[config.mk]
export PLATFORM = sky130hd
export DESIGN_NAME = bcd_calendar
export DESIGN_NICKNAME = d
export VERILOG_FILES = /design/src/rtl/bcd_calendar_pkg.sv /design/src/rtl/bcd_wrap_ctr.sv /design/src/rtl/bcd_date_ctr.sv /design/src/rtl/bcd_snap_reg.sv /design/src/rtl/bcd_calendar.sv
export SDC_FILE = /design/constraint.sdc
export NUM_CORES = 1
export LEC_CHECK = 0
export BUFFER_PORTS_ARGS = -buffer_cell sky130_fd_sc_hd__buf_2
export CORE_MARGIN = 2
export CORE_UTILIZATION = 40
export CTS_CLUSTER_DIAMETER = 30
export DETAILED_ROUTE_END_ITERATION = 8
export PLACE_DENSITY_LB_ADDON = 0.15
export SETUP_SLACK_MARGIN = 0.5
export SLEW_MARGIN = 40
export SYNTH_ARGS = -nofsm -noshare
export SYNTH_HDL_FRONTEND = slang
export SYNTH_SLANG_ARGS = --single-unit
export TNS_END_PERCENT = 5
[constraint.sdc]
create_clock -name clk -period 4 [get_ports clk]
set_clock_uncertainty 0.15 [all_clocks]
set_input_delay 0.4 -clock clk [delete_from_list [all_inputs] [get_ports clk]]
set_output_delay 0.4 -clock clk [all_outputs]
set_load 0.02 [all_outputs]
[src/rtl/bcd_calendar_pkg.sv]
package bcd_calendar_pkg;

  localparam int BCD_W = 8;
  typedef logic [BCD_W-1:0] bcd_t;

  typedef struct packed {
    logic cent;
    bcd_t hour;
    bcd_t min;
    bcd_t sec;
    bcd_t hund;
    bcd_t dow;
    bcd_t date;
    bcd_t month;
    bcd_t year;
  } cal_fields_t;

  localparam cal_fields_t CAL_RESET = '{
    cent: 1'b0, hour: 8'h00, min: 8'h00, sec: 8'h00, hund: 8'h00,
    dow: 8'h01, date: 8'h01, month: 8'h01, year: 8'h00
  };

  // Upper limit of the sub-day chain, index 0 = hundredths .. 3 = hours
  function automatic bcd_t time_field_max(int idx);
    if (idx == 0) return 8'h99;
    if (idx == 3) return 8'h23;
    return 8'h59;
  endfunction

  function automatic bcd_t bcd_inc(bcd_t v);
    if (v[3:0] == 4'd9) return {v[7:4] + 4'd1, 4'd0};
    return {v[7:4], v[3:0] + 4'd1};
  endfunction

  // 10*T + U is divisible by 4 exactly when 2*T[0] + U is
  function automatic logic year_is_leap(bcd_t y);
    logic [3:0] s;
    s = {2'b00, y[4], 1'b0} + y[3:0];
    return (s[1:0] == 2'b00);
  endfunction

  function automatic bcd_t month_last_day(bcd_t mo, bcd_t yr);
    case (mo)
      8'h02:                      return year_is_leap(yr) ? 8'h29 : 8'h28;
      8'h04, 8'h06, 8'h09, 8'h11: return 8'h30;
      default:                    return 8'h31;
    endcase
  endfunction

endpackage

[src/rtl/bcd_wrap_ctr.sv]
module bcd_wrap_ctr
  import bcd_calendar_pkg::*;
#(
  parameter bcd_t LO = 8'h00,
  parameter bcd_t HI = 8'h59
) (
  input  logic clk,
  input  logic rst,
  input  logic inc,
  input  logic ld,
  input  bcd_t ld_val,
  output bcd_t q,
  output logic wrap
);

  assign wrap = inc && (q == HI);

  always_ff @(posedge clk) begin
    if (rst)       q <= LO;
    else if (ld)   q <= ld_val;
    else if (inc)  q <= wrap ? LO : bcd_inc(q);
  end

endmodule

[src/rtl/bcd_date_ctr.sv]
module bcd_date_ctr
  import bcd_calendar_pkg::*;
(
  input  logic clk,
  input  logic rst,
  input  logic inc,
  input  logic ld,
  input  bcd_t ld_val,
  input  bcd_t last_day,
  output bcd_t q,
  output logic wrap
);

  // >= keeps the counter sane if the month shrinks under a loaded date
  assign wrap = inc && (q >= last_day);

  always_ff @(posedge clk) begin
    if (rst)       q <= 8'h01;
    else if (ld)   q <= ld_val;
    else if (inc)  q <= wrap ? 8'h01 : bcd_inc(q);
  end

endmodule

[src/rtl/bcd_snap_reg.sv]
module bcd_snap_reg #(
  parameter int            W   = 8,
  parameter logic [W-1:0]  RST = '0
) (
  input  logic         clk,
  input  logic         rst,
  input  logic         req,
  input  logic [W-1:0] d,
  output logic [W-1:0] q,
  output logic         vld
);

  always_ff @(posedge clk) begin
    if (rst) begin
      q   <= RST;
      vld <= 1'b0;
    end else begin
      vld <= req;
      if (req) q <= d;
    end
  end

endmodule

[src/rtl/bcd_calendar.sv]
module bcd_calendar
  import bcd_calendar_pkg::*;
#(
  parameter int SEL_W = 3
) (
  input  logic             clk,
  input  logic             rst,
  input  logic             tick,
  input  logic             ld_en,
  input  logic [SEL_W-1:0] ld_sel,
  input  logic [7:0]       ld_data,
  input  logic             snap_req,
  output logic             snap_vld,
  output logic [7:0]       snap_hund,
  output logic [7:0]       snap_sec,
  output logic [7:0]       snap_min,
  output logic [7:0]       snap_hour,
  output logic             snap_cent,
  output logic [7:0]       snap_dow,
  output logic [7:0]       snap_date,
  output logic [7:0]       snap_month,
  output logic [7:0]       snap_year
);

  localparam int NUM_TIME = 4;
  localparam logic [SEL_W-1:0] A_HUND  = SEL_W'(0);
  localparam logic [SEL_W-1:0] A_SEC   = SEL_W'(1);
  localparam logic [SEL_W-1:0] A_MIN   = SEL_W'(2);
  localparam logic [SEL_W-1:0] A_HOUR  = SEL_W'(3);
  localparam logic [SEL_W-1:0] A_DOW   = SEL_W'(4);
  localparam logic [SEL_W-1:0] A_DATE  = SEL_W'(5);
  localparam logic [SEL_W-1:0] A_MONTH = SEL_W'(6);
  localparam logic [SEL_W-1:0] A_YEAR  = SEL_W'(7);
  localparam int SNAP_W = $bits(cal_fields_t);

  // Host load wins: a tick in a load cycle is dropped
  logic adv;
  assign adv = tick & ~ld_en;

  // Sub-day chain: hundredths, seconds, minutes, hours
  logic [NUM_TIME:0] carry;
  bcd_t tq   [NUM_TIME];
  bcd_t tval [NUM_TIME];
  logic tld  [NUM_TIME];

  assign carry[0] = adv;

  always_comb begin
    tld[0]  = ld_en && ((ld_sel == A_HUND) || (ld_sel == A_SEC));
    tval[0] = (ld_sel == A_SEC) ? 8'h00 : ld_data;
    tld[1]  = ld_en && (ld_sel == A_SEC);
    tval[1] = ld_data;
    tld[2]  = ld_en && (ld_sel == A_MIN);
    tval[2] = ld_data;
    tld[3]  = ld_en && (ld_sel == A_HOUR);
    tval[3] = {2'b00, ld_data[5:0]};
  end

  for (genvar i = 0; i < NUM_TIME; i++) begin : g_time
    bcd_wrap_ctr #(
      .LO (8'h00),
      .HI (time_field_max(i))
    ) u_field (
      .clk    (clk),
      .rst    (rst),
      .inc    (carry[i]),
      .ld     (tld[i]),
      .ld_val (tval[i]),
      .q      (tq[i]),
      .wrap   (carry[i+1])
    );
  end

  logic [7:0] hund_q, sec_q, min_q, hour_q;
  assign hund_q = tq[0];
  assign sec_q  = tq[1];
  assign min_q  = tq[2];
  assign hour_q = tq[3];

  logic day_adv;
  assign day_adv = carry[NUM_TIME];

  // Calendar part
  logic [7:0] dow_q, date_q, month_q, year_q;
  logic       cent_q;
  logic       dow_wrap_unused, mon_adv, yr_adv, cent_flip;
  bcd_t       last_day;

  assign last_day = month_last_day(month_q, year_q);

  bcd_wrap_ctr #(.LO(8'h01), .HI(8'h07)) u_dow (
    .clk (clk), .rst (rst), .inc (day_adv),
    .ld (ld_en && (ld_sel == A_DOW)), .ld_val (ld_data),
    .q (dow_q), .wrap (dow_wrap_unused)
  );

  bcd_date_ctr u_date (
    .clk (clk), .rst (rst), .inc (day_adv),
    .ld (ld_en && (ld_sel == A_DATE)), .ld_val (ld_data),
    .last_day (last_day), .q (date_q), .wrap (mon_adv)
  );

  bcd_wrap_ctr #(.LO(8'h01), .HI(8'h12)) u_month (
    .clk (clk), .rst (rst), .inc (mon_adv),
    .ld (ld_en && (ld_sel == A_MONTH)), .ld_val (ld_data),
    .q (month_q), .wrap (yr_adv)
  );

  bcd_wrap_ctr #(.LO(8'h00), .HI(8'h99)) u_year (
    .clk (clk), .rst (rst), .inc (yr_adv),
    .ld (ld_en && (ld_sel == A_YEAR)), .ld_val (ld_data),
    .q (year_q), .wrap (cent_flip)
  );

  always_ff @(posedge clk) begin
    if (rst)                               cent_q <= 1'b0;
    else if (ld_en && (ld_sel == A_HOUR))  cent_q <= ld_data[7];
    else if (cent_flip)                    cent_q <= ~cent_q;
  end

  // Coherent snapshot
  cal_fields_t live, snap;
  assign live = '{cent: cent_q, hour: hour_q, min: min_q, sec: sec_q,
                  hund: hund_q, dow: dow_q, date: date_q,
                  month: month_q, year: year_q};

  bcd_snap_reg #(.W(SNAP_W), .RST(CAL_RESET)) u_snap (
    .clk (clk), .rst (rst), .req (snap_req),
    .d (live), .q (snap), .vld (snap_vld)
  );

  assign snap_cent  = snap.cent;
  assign snap_hour  = snap.hour;
  assign snap_min   = snap.min;
  assign snap_sec   = snap.sec;
  assign snap_hund  = snap.hund;
  assign snap_dow   = snap.dow;
  assign snap_date  = snap.date;
  assign snap_month = snap.month;
  assign snap_year  = snap.year;

endmodule

==> results by group, run 1 <==
Clock network
  • Cts hold-fix bufs: 0
  • CTS sink cnt: 131
  • Longest Clk Path Bufs: 2
  • CTS clk-pin slew, worst paths: 0.06 ns
  • Setup bufs post-CTS: 0
  • CTS H-tree depth: 4
  • Clk Latency, worst-skew pair: about 0.42 ns
  • TritonCTS clock tree: yes
  • Cts bufs inserted: 17
  • Root Driver: clkbuf_16

Worst setup path
  • Critical-path top delay cell: or4b_1
  • CP Launch Type: flop
  • Crit Path Class: reg -> reg
  • Reg2reg setup slack: just over 0.7 ns
  • Crit path largest cell delay: roughly 0.47 ns
  • Crit path launch: u_month.q[5]
  • Cells along the critical path: inv_1 > ha_1 > nor2b_1 > a21oi_1 > nor2_1 > o21ai_0 > ha_1 > or4b_1 > a21oi_1 > o21ai_2 > buf_4 > nand2_4 > o211ai_1 > a221oi_1
  • RR Endpoint: u_date.q[6]
  • Critical path peak fanout: 7
  • Reg-to-reg startpoint: u_month.q[5]
  • Worst reg2reg path depth: 14
  • Required @ worst endpoint: ~4.2 ns
  • Critical path arrival: 3.47 ns
  • Critical path endpoint: u_date.q[6]
  • Endpoint type of the worst setup path: flop

Placement
  • DPL Wire Length: about 12,000 um
  • Place WS: ~0.63 ns
  • Placer Congestion: ~0.87
  • I/O Buffers: 81

GRT
  • Largest net degree at the start of global routing: approximately 70
  • Initial antenna violation count: 0
  • Vias in the first global route: 5,693
  • Global-route wire length before repair: a little under 30,000 um
  • Total GRT Usage: approximately a fifth
  • Grt ovf: 0

Die
  • Die H: about 130 um
  • Die ar.: ~0.018 mm2
  • IO Pins: between 80 and 90
  • Initial Utilization: 40.48%
  • Cell row count: 47
  • Die W: approximately 130 um
  • Core Footprint: around 0.016 mm2

Timing
  • Final period util: 82.12%
  • Worst Tran Pin Value: about 0.74 ns
  • Unrepaired setup endpoints after global routing: true
  • Final Max Tran Viols: 0
  • Final Hold Fails: 0
  • Final setup vio count: 0
  • Post-Route Setup TNS: 0 ns
  • Max Fclk: 304.4 MHz
  • Fin crit period: 3.285 ns
  • Slew margin rel.: about 51%
  • Final Worst Setup Slack: about 0.72 ns

Logic synthesis
  • YS warnings: 0
  • Ys async rst share: 0%
  • Ys flop type: dfxtp_1
  • Synth Instances: roughly 780
  • Synthesized area: around 0.0066 mm2
  • Syn nets: 825
  • Synthesized area per cell: 8.462 um2
  • Sequential area share after synthesis: between 30% and 40%
  • Flip-flop and latch count after synthesis: about 130
  • Cell variety after synth: between 60 and 70
  • Post-synth EDFFs: 0

Drt
  • WL/cell: about 17 um
  • Starting DRT DRC Count: ~340
  • Initial DRT Pass Iterations: 5
  • Vias: slightly below 6,000
  • Via-to-Cell Ratio: between 5 and 6
  • Drt total wl: around 18,000 um
  • Post-route ant nets: 0
  • # DRC: 0

Final layout
  • Fill cells: around 1,700
  • Reg area: 0.002623 mm2
  • Area growth, synth to finish: 16.96%
  • Layout cells sized above 1: approximately 15%
  • Nets@finish: a little under 900
  • Area occupied by multi-input gates: between 0.003 and 0.004 mm2
  • Ant. Diodes: 0

Run status
  • Status: completed

Power
  • P_leak: between 3 and 4 nW
  • VDD IR-drop max: approximately 0.29 mV
  • Cell area power density: between 300 and 400 mW/mm2

Hold path
  • Tightest Hold Check Type: in -> reg

Run
  • Max Cap Violations: 0
==> worst min path at each step <==
stage / endpoint / startpoint / cells after the start
6_report: g_time[3].u_field.q[0] / ld_data[0] / 3
5_1_grt: g_time[3].u_field.q[0] / ld_data[0] / 3
4_1_cts: g_time[3].u_field.q[0] / ld_data[0] / 3
3_5_place_dp: u_snap.q[16] / u_snap.q[16] / 2
3_3_place_gp: u_snap.q[16] / u_snap.q[16] / 2
2_1_floorplan: u_date.q[7] / u_date.q[7] / 2
==> registers in the layout (all words and copies together) (netlist names) <==
name	cells
u_snap.q	65
cent_q	1
u_date.q	8
u_dow.q	8
u_month.q	8
u_snap.vld	1
g_time.u_field.q	32
u_year.q	8
==> where the power goes <==
part	internal [W]	total (W)	switching, W
combinational	0.0000774	0.000222	0.000145
sequential	0.00133	0.00137	0.0000337
clock	0.000915	0.00146	0.000548
==> cells by family (layout without fill, tap and decap cells) <==
logic type      after synthesis  in the layout  synth area share, %
simple gates                321            321                24.03
compound gates              147            147                14.26
flops                       131            131                39.63
mux                          72             72                10.89
buf+inv                      69            141                4.103
fa+ha+maj                    27             27                5.105
xor+xnor                     15             15                1.985
==> final cells by class <==
cell class,instances,area share (%)
sequential,131,33.88
clock inverter,3,0.2263
inverter,24,1.164
tap,220,3.556
timing repair buffer,87,5.933
clock buffer,27,7.016
multi-input combinational,582,48.22
==> stage by stage <==
stage               cells  utilization, %  total power, W  hold WS, ns  area [um2]
floorplan             782               -        0.001546       0.3103        6618
global placement     1044           43.84        0.001612       0.3086        7167
detailed placement   1044           43.86        0.001616       0.3185        7171
CTS                  1074           47.29        0.003087       0.1947        7731
global route         1074           47.34        0.003175       0.2145        7740
finish               1074           47.34        0.003052       0.2072        7740
==> synth_stat cells (all sizes together), types with 2 or more instances <==
cell	number	area, um2
nor4	6	43.79
ha	27	337.8
nand3b	6	57.56
xnor2	8	70.07
nand2b	7	43.79
buf	9	45.03
a2bb2oi	4	35.03
and3b	6	52.55
nor3b	5	37.54
dfxtp	131	2623
o31ai	3	22.52
a21oi	32	160.2
a22oi	2	15.01
or4b	2	20.02
a32oi	5	43.79
nand3	35	185.2
and3	5	31.28
nor3	18	90.09
or3	7	43.79
xor2	7	61.31
nor2b	13	81.33
mux2i	72	720.7
nand4b	2	17.52
o32ai	2	17.52
o21a	3	22.52
nand2	61	236.5
nand4	10	68.81
and4bb	2	25.02
a31oi	15	93.84
inv	24	90.09
o211ai	11	82.58
and2	3	18.77
clkbuf	36	136.4
a211oi	16	120.1
o21ai	38	190.2
a221oi	8	70.07
nor2	125	469.2
and4	3	26.28
==> placed cells by master, fill, tap and decap left out, types with 9 or more instances in the layout <==
cell,count
a211oi_1,16
a21oi_1,32
a31oi_1,15
buf_2,79
clkbuf_16,17
dfxtp_1,131
ha_1,27
inv_1,24
mux2i_1,72
nand2_1,60
nand3_1,33
nand4_1,9
nor2_1,125
nor2b_1,13
nor3_1,18
o211ai_1,11
o21ai_0,36
==> timing repair <==
item | in CTS | in global routing
endpoints found under the hold margin | 0 | 0
setup endpoints to repair | 0 | 15
gates resized for setup | 0 | 1
==> layer usage <==
| layer | share of wire [%] | wire length, um | up-vias | global-route usage, % |
|---|---|---|---|---|
| met1 | 45 | 8064 | 2791 | 25.39 |
| li1 | - | - | 2913 | - |
| met2 | 48 | 8565 | 148 | 34.72 |
| met4 | 2.9 | 518 | 0 | 10.04 |
| met3 | 4.6 | 834 | 33 | 4.598 |
| met5 | 0 | 0 | - | 0 |
==> worst max-delay path: cells and delay by family (launching register included) <==
family | cells | cell delay, ns
adders and majority gates | 2 | 0.44
buffers and inverters | 2 | 0.29
and+or+nand+nor | 4 | 0.77
AOI/OAI and AO/OA | 6 | 1.14
DFF | 1 | 0.39
(Power assumes the default switching activity.)
==> inputs of run 2 (changes only) <==
clock period = 2.9 ns   (was 4 ns; I/O delays follow)
==> run 2 against run 1 <==
Net effect: the flow now finishes with violations (negative setup slack); utilization grew 3.3 points; register-to-register slack lost 0.83 ns; combinational power is 55% higher; sequential share of layout area is 2.1 points lower; maximum frequency grew 9.0%; total power increased by 52%; setup slack worse by 0.83 ns; worst hold slack worse by 0.12 ns; non-clock buffer count is 32 higher; critical path type unchanged; critical endpoint is now u_month.q[4]; highest routed layer unchanged.
==> results by group, run 2 (synthesized netlist as in run 1, its figures left out) <==
Run status
  • Status: complete, but fails checks
  • Failing checks: negative setup slack

Worst setup path
  • Reg-to-reg startpoint: u_month.q[0]
  • Critical path endpoint: u_month.q[4]
  • RR Endpoint: u_month.q[4]
  • Crit path launch: u_month.q[0]
  • CP Launch Type: flop
  • Crit Path Class: reg -> reg
  • Critical path arrival: about 3.2 ns
  • Required @ worst endpoint: a little over 3 ns
  • Endpoint type of the worst setup path: flop
  • Reg2reg setup slack: -0.11 ns
  • Critical path peak fanout: 8
  • Worst reg2reg path depth: 12

Final layout
  • Ant. Diodes: 0
  • Final Util: between 50% and 60%
  • Most frequent cells in the layout: dfxtp_1 (125), nor2_1 (123), buf_2 (79)
  • Max reg flops: 65
  • Nets@finish: just over 900
  • Layout cells sized above 1: 21.73%
  • Area growth, synth to finish: 25.07%
  • Biggest registers after layout: u_snap.q x65, g_time.u_field.q x32
  • Most common cell after layout, fill and taps aside: dfxtp_1
  • Largest reg by FF count: u_snap.q
  • Fill cells: approximately 1,600

Clock network
  • Longest Clk Path Bufs: 2
  • Clk Latency, worst-skew pair: roughly 0.43 ns
  • Cts hold-fix bufs: 0
  • CTS sink cnt: between 100 and 150
  • TritonCTS clock tree: yes
  • Root Driver: clkbuf_16
  • Cts bufs inserted: 17
  • CTS H-tree depth: 4
  • CTS clk-pin slew, worst paths: 0.06 ns

Timing
  • Worst Tran Pin Value: 0.7017 ns
  • Final period util: 104.0%
  • Slew margin rel.: between 50 and 60%
  • Worst hold slack: about 0.089 ns
  • Final Worst Setup Slack: -0.1146 ns
  • Final setup vio count: 14
  • Max Fclk: 331.7 MHz
  • Fin crit period: 3.015 ns
  • Final Hold Fails: 0
  • Final Max Tran Viols: 0
  • Unrepaired setup endpoints after global routing: true

GRT
  • Initial antenna violation count: 0
  • Largest net degree at the start of global routing: about 130
  • Vias in the first global route: 5,783
  • Grt ovf: 0
  • Total GRT Usage: 21.50%
  • Global-route wire length before repair: between 30,000 and 40,000 um

Drt
  • # DRC: 0
  • Drt total wl: around 19,000 um
  • Starting DRT DRC Count: 584
  • Vias: 6,094
  • Initial DRT Pass Iterations: 5
  • Post-route ant nets: 0
  • WL/cell: around 17 um
  • Via-to-Cell Ratio: 5.500

Run
  • Max Cap Violations: 0

Power
  • VDD IR-drop max: ~0.44 mV
  • P_leak: roughly 3.5 nW
  • Cell area power density: between 500 and 600 mW/mm2

Placement
  • Placer Congestion: around 0.86
  • DPL Wire Length: around 13,000 um
  • I/O Buffers: 81

Hold path
  • Tightest Hold Check Type: in -> reg
  • Hold Path Depth: 3

Die
  • Die W: approximately 130 um
  • Die H: between 100 and 150 um
  • Die ar.: roughly 0.018 mm2
  • Cell row count: 47
  • Initial Utilization: about two fifths
  • Core Footprint: 0.01635 mm2
  • IO Pins: 82
run 2: changes by cell type in the layout (fill, tap and decap cells not counted), sizes merged:
| cell | before | now |
|---|---|---|
| buf | 87 | 119 |
| clkbuf | 27 | 19 |
| bufinv | 0 | 5 |
| clkinvlp | 1 | 2 |
| clkinv | 2 | 6 |
run 2: through the flow:
stage          cells  instance area, um2  total power (W)  worst slack (ns)   TNS [ns]
2_1_floorplan    782                6640         0.002135           0.02152          0
3_3_place_gp    1071                7410         0.002240         -0.006991  -0.006991
3_5_place_dp    1071                7410         0.002247          -0.04136   -0.09797
4_1_cts         1104                8129         0.004651          -0.01344   -0.01792
5_1_grt         1108                8277         0.004801           -0.2689     -3.728
6_report        1108                8277         0.004634           -0.1146    -0.7852
run 2: area by class of cell:
type | count | area, um2 | area share (%)
multi-input combinational | 582 | 3885 | 46.94
sequential | 131 | 2633 | 31.81
timing repair buffer | 119 | 732.0 | 8.844
clock buffer | 19 | 452.9 | 5.472
tap | 220 | 275.3 | 3.326
clock inverter | 13 | 206.4 | 2.494
inverter | 24 | 92.59 | 1.119
run 2: worst max-delay path: stages, from the launching register on:
cell     delay, ns
dfxtp_2       0.37
nor2b_4       0.19
nand2_1       0.11
a21oi_2       0.17
o21ai_1       0.09
ha_1          0.30
or4b_1        0.53
a21oi_2       0.22
o21ai_4       0.15
buf_6         0.17
nand3_1       0.07
nor4_1        0.05
a311o_1       0.33
run 2: repair_timing:
item                       CTS  global route
setup endpoints to repair   31            34
resized for setup           17            30
pin swaps                   14            25
setup buffers                1             4
run 2: worst min-delay path by stage:
| stage | endpoint | slack, ns | startpoint |
|---|---|---|---|
| after CTS | u_month.q[0] | 0.08 | rst |
| after detailed placement | u_snap.q[8] | 0.32 | u_snap.q[8] |
| after global routing | g_time[3].u_field.q[0] | 0.12 | ld_data[0] |
| after global placement | u_snap.q[8] | 0.31 | u_snap.q[8] |
| final | g_time[3].u_field.q[0] | 0.09 | ld_data[0] |
| after floorplan | u_dow.q[6] | 0.29 | ld_data[6] |
run 2: layer usage:
metal,vias up,global-route usage (%),routed length [um]
met4,0,8.841,496
met1,2879,27.70,8212
li1,2978,-,-
met2,196,35.26,8880
met5,-,0,0
met3,41,4.291,1032
run 2: power by group:
part	internal [W]	total (W)	switching (W)
clock network	0.00157	0.00241	0.000841
logic	0.000127	0.000345	0.000218
registers	0.00184	0.00188	0.0000419
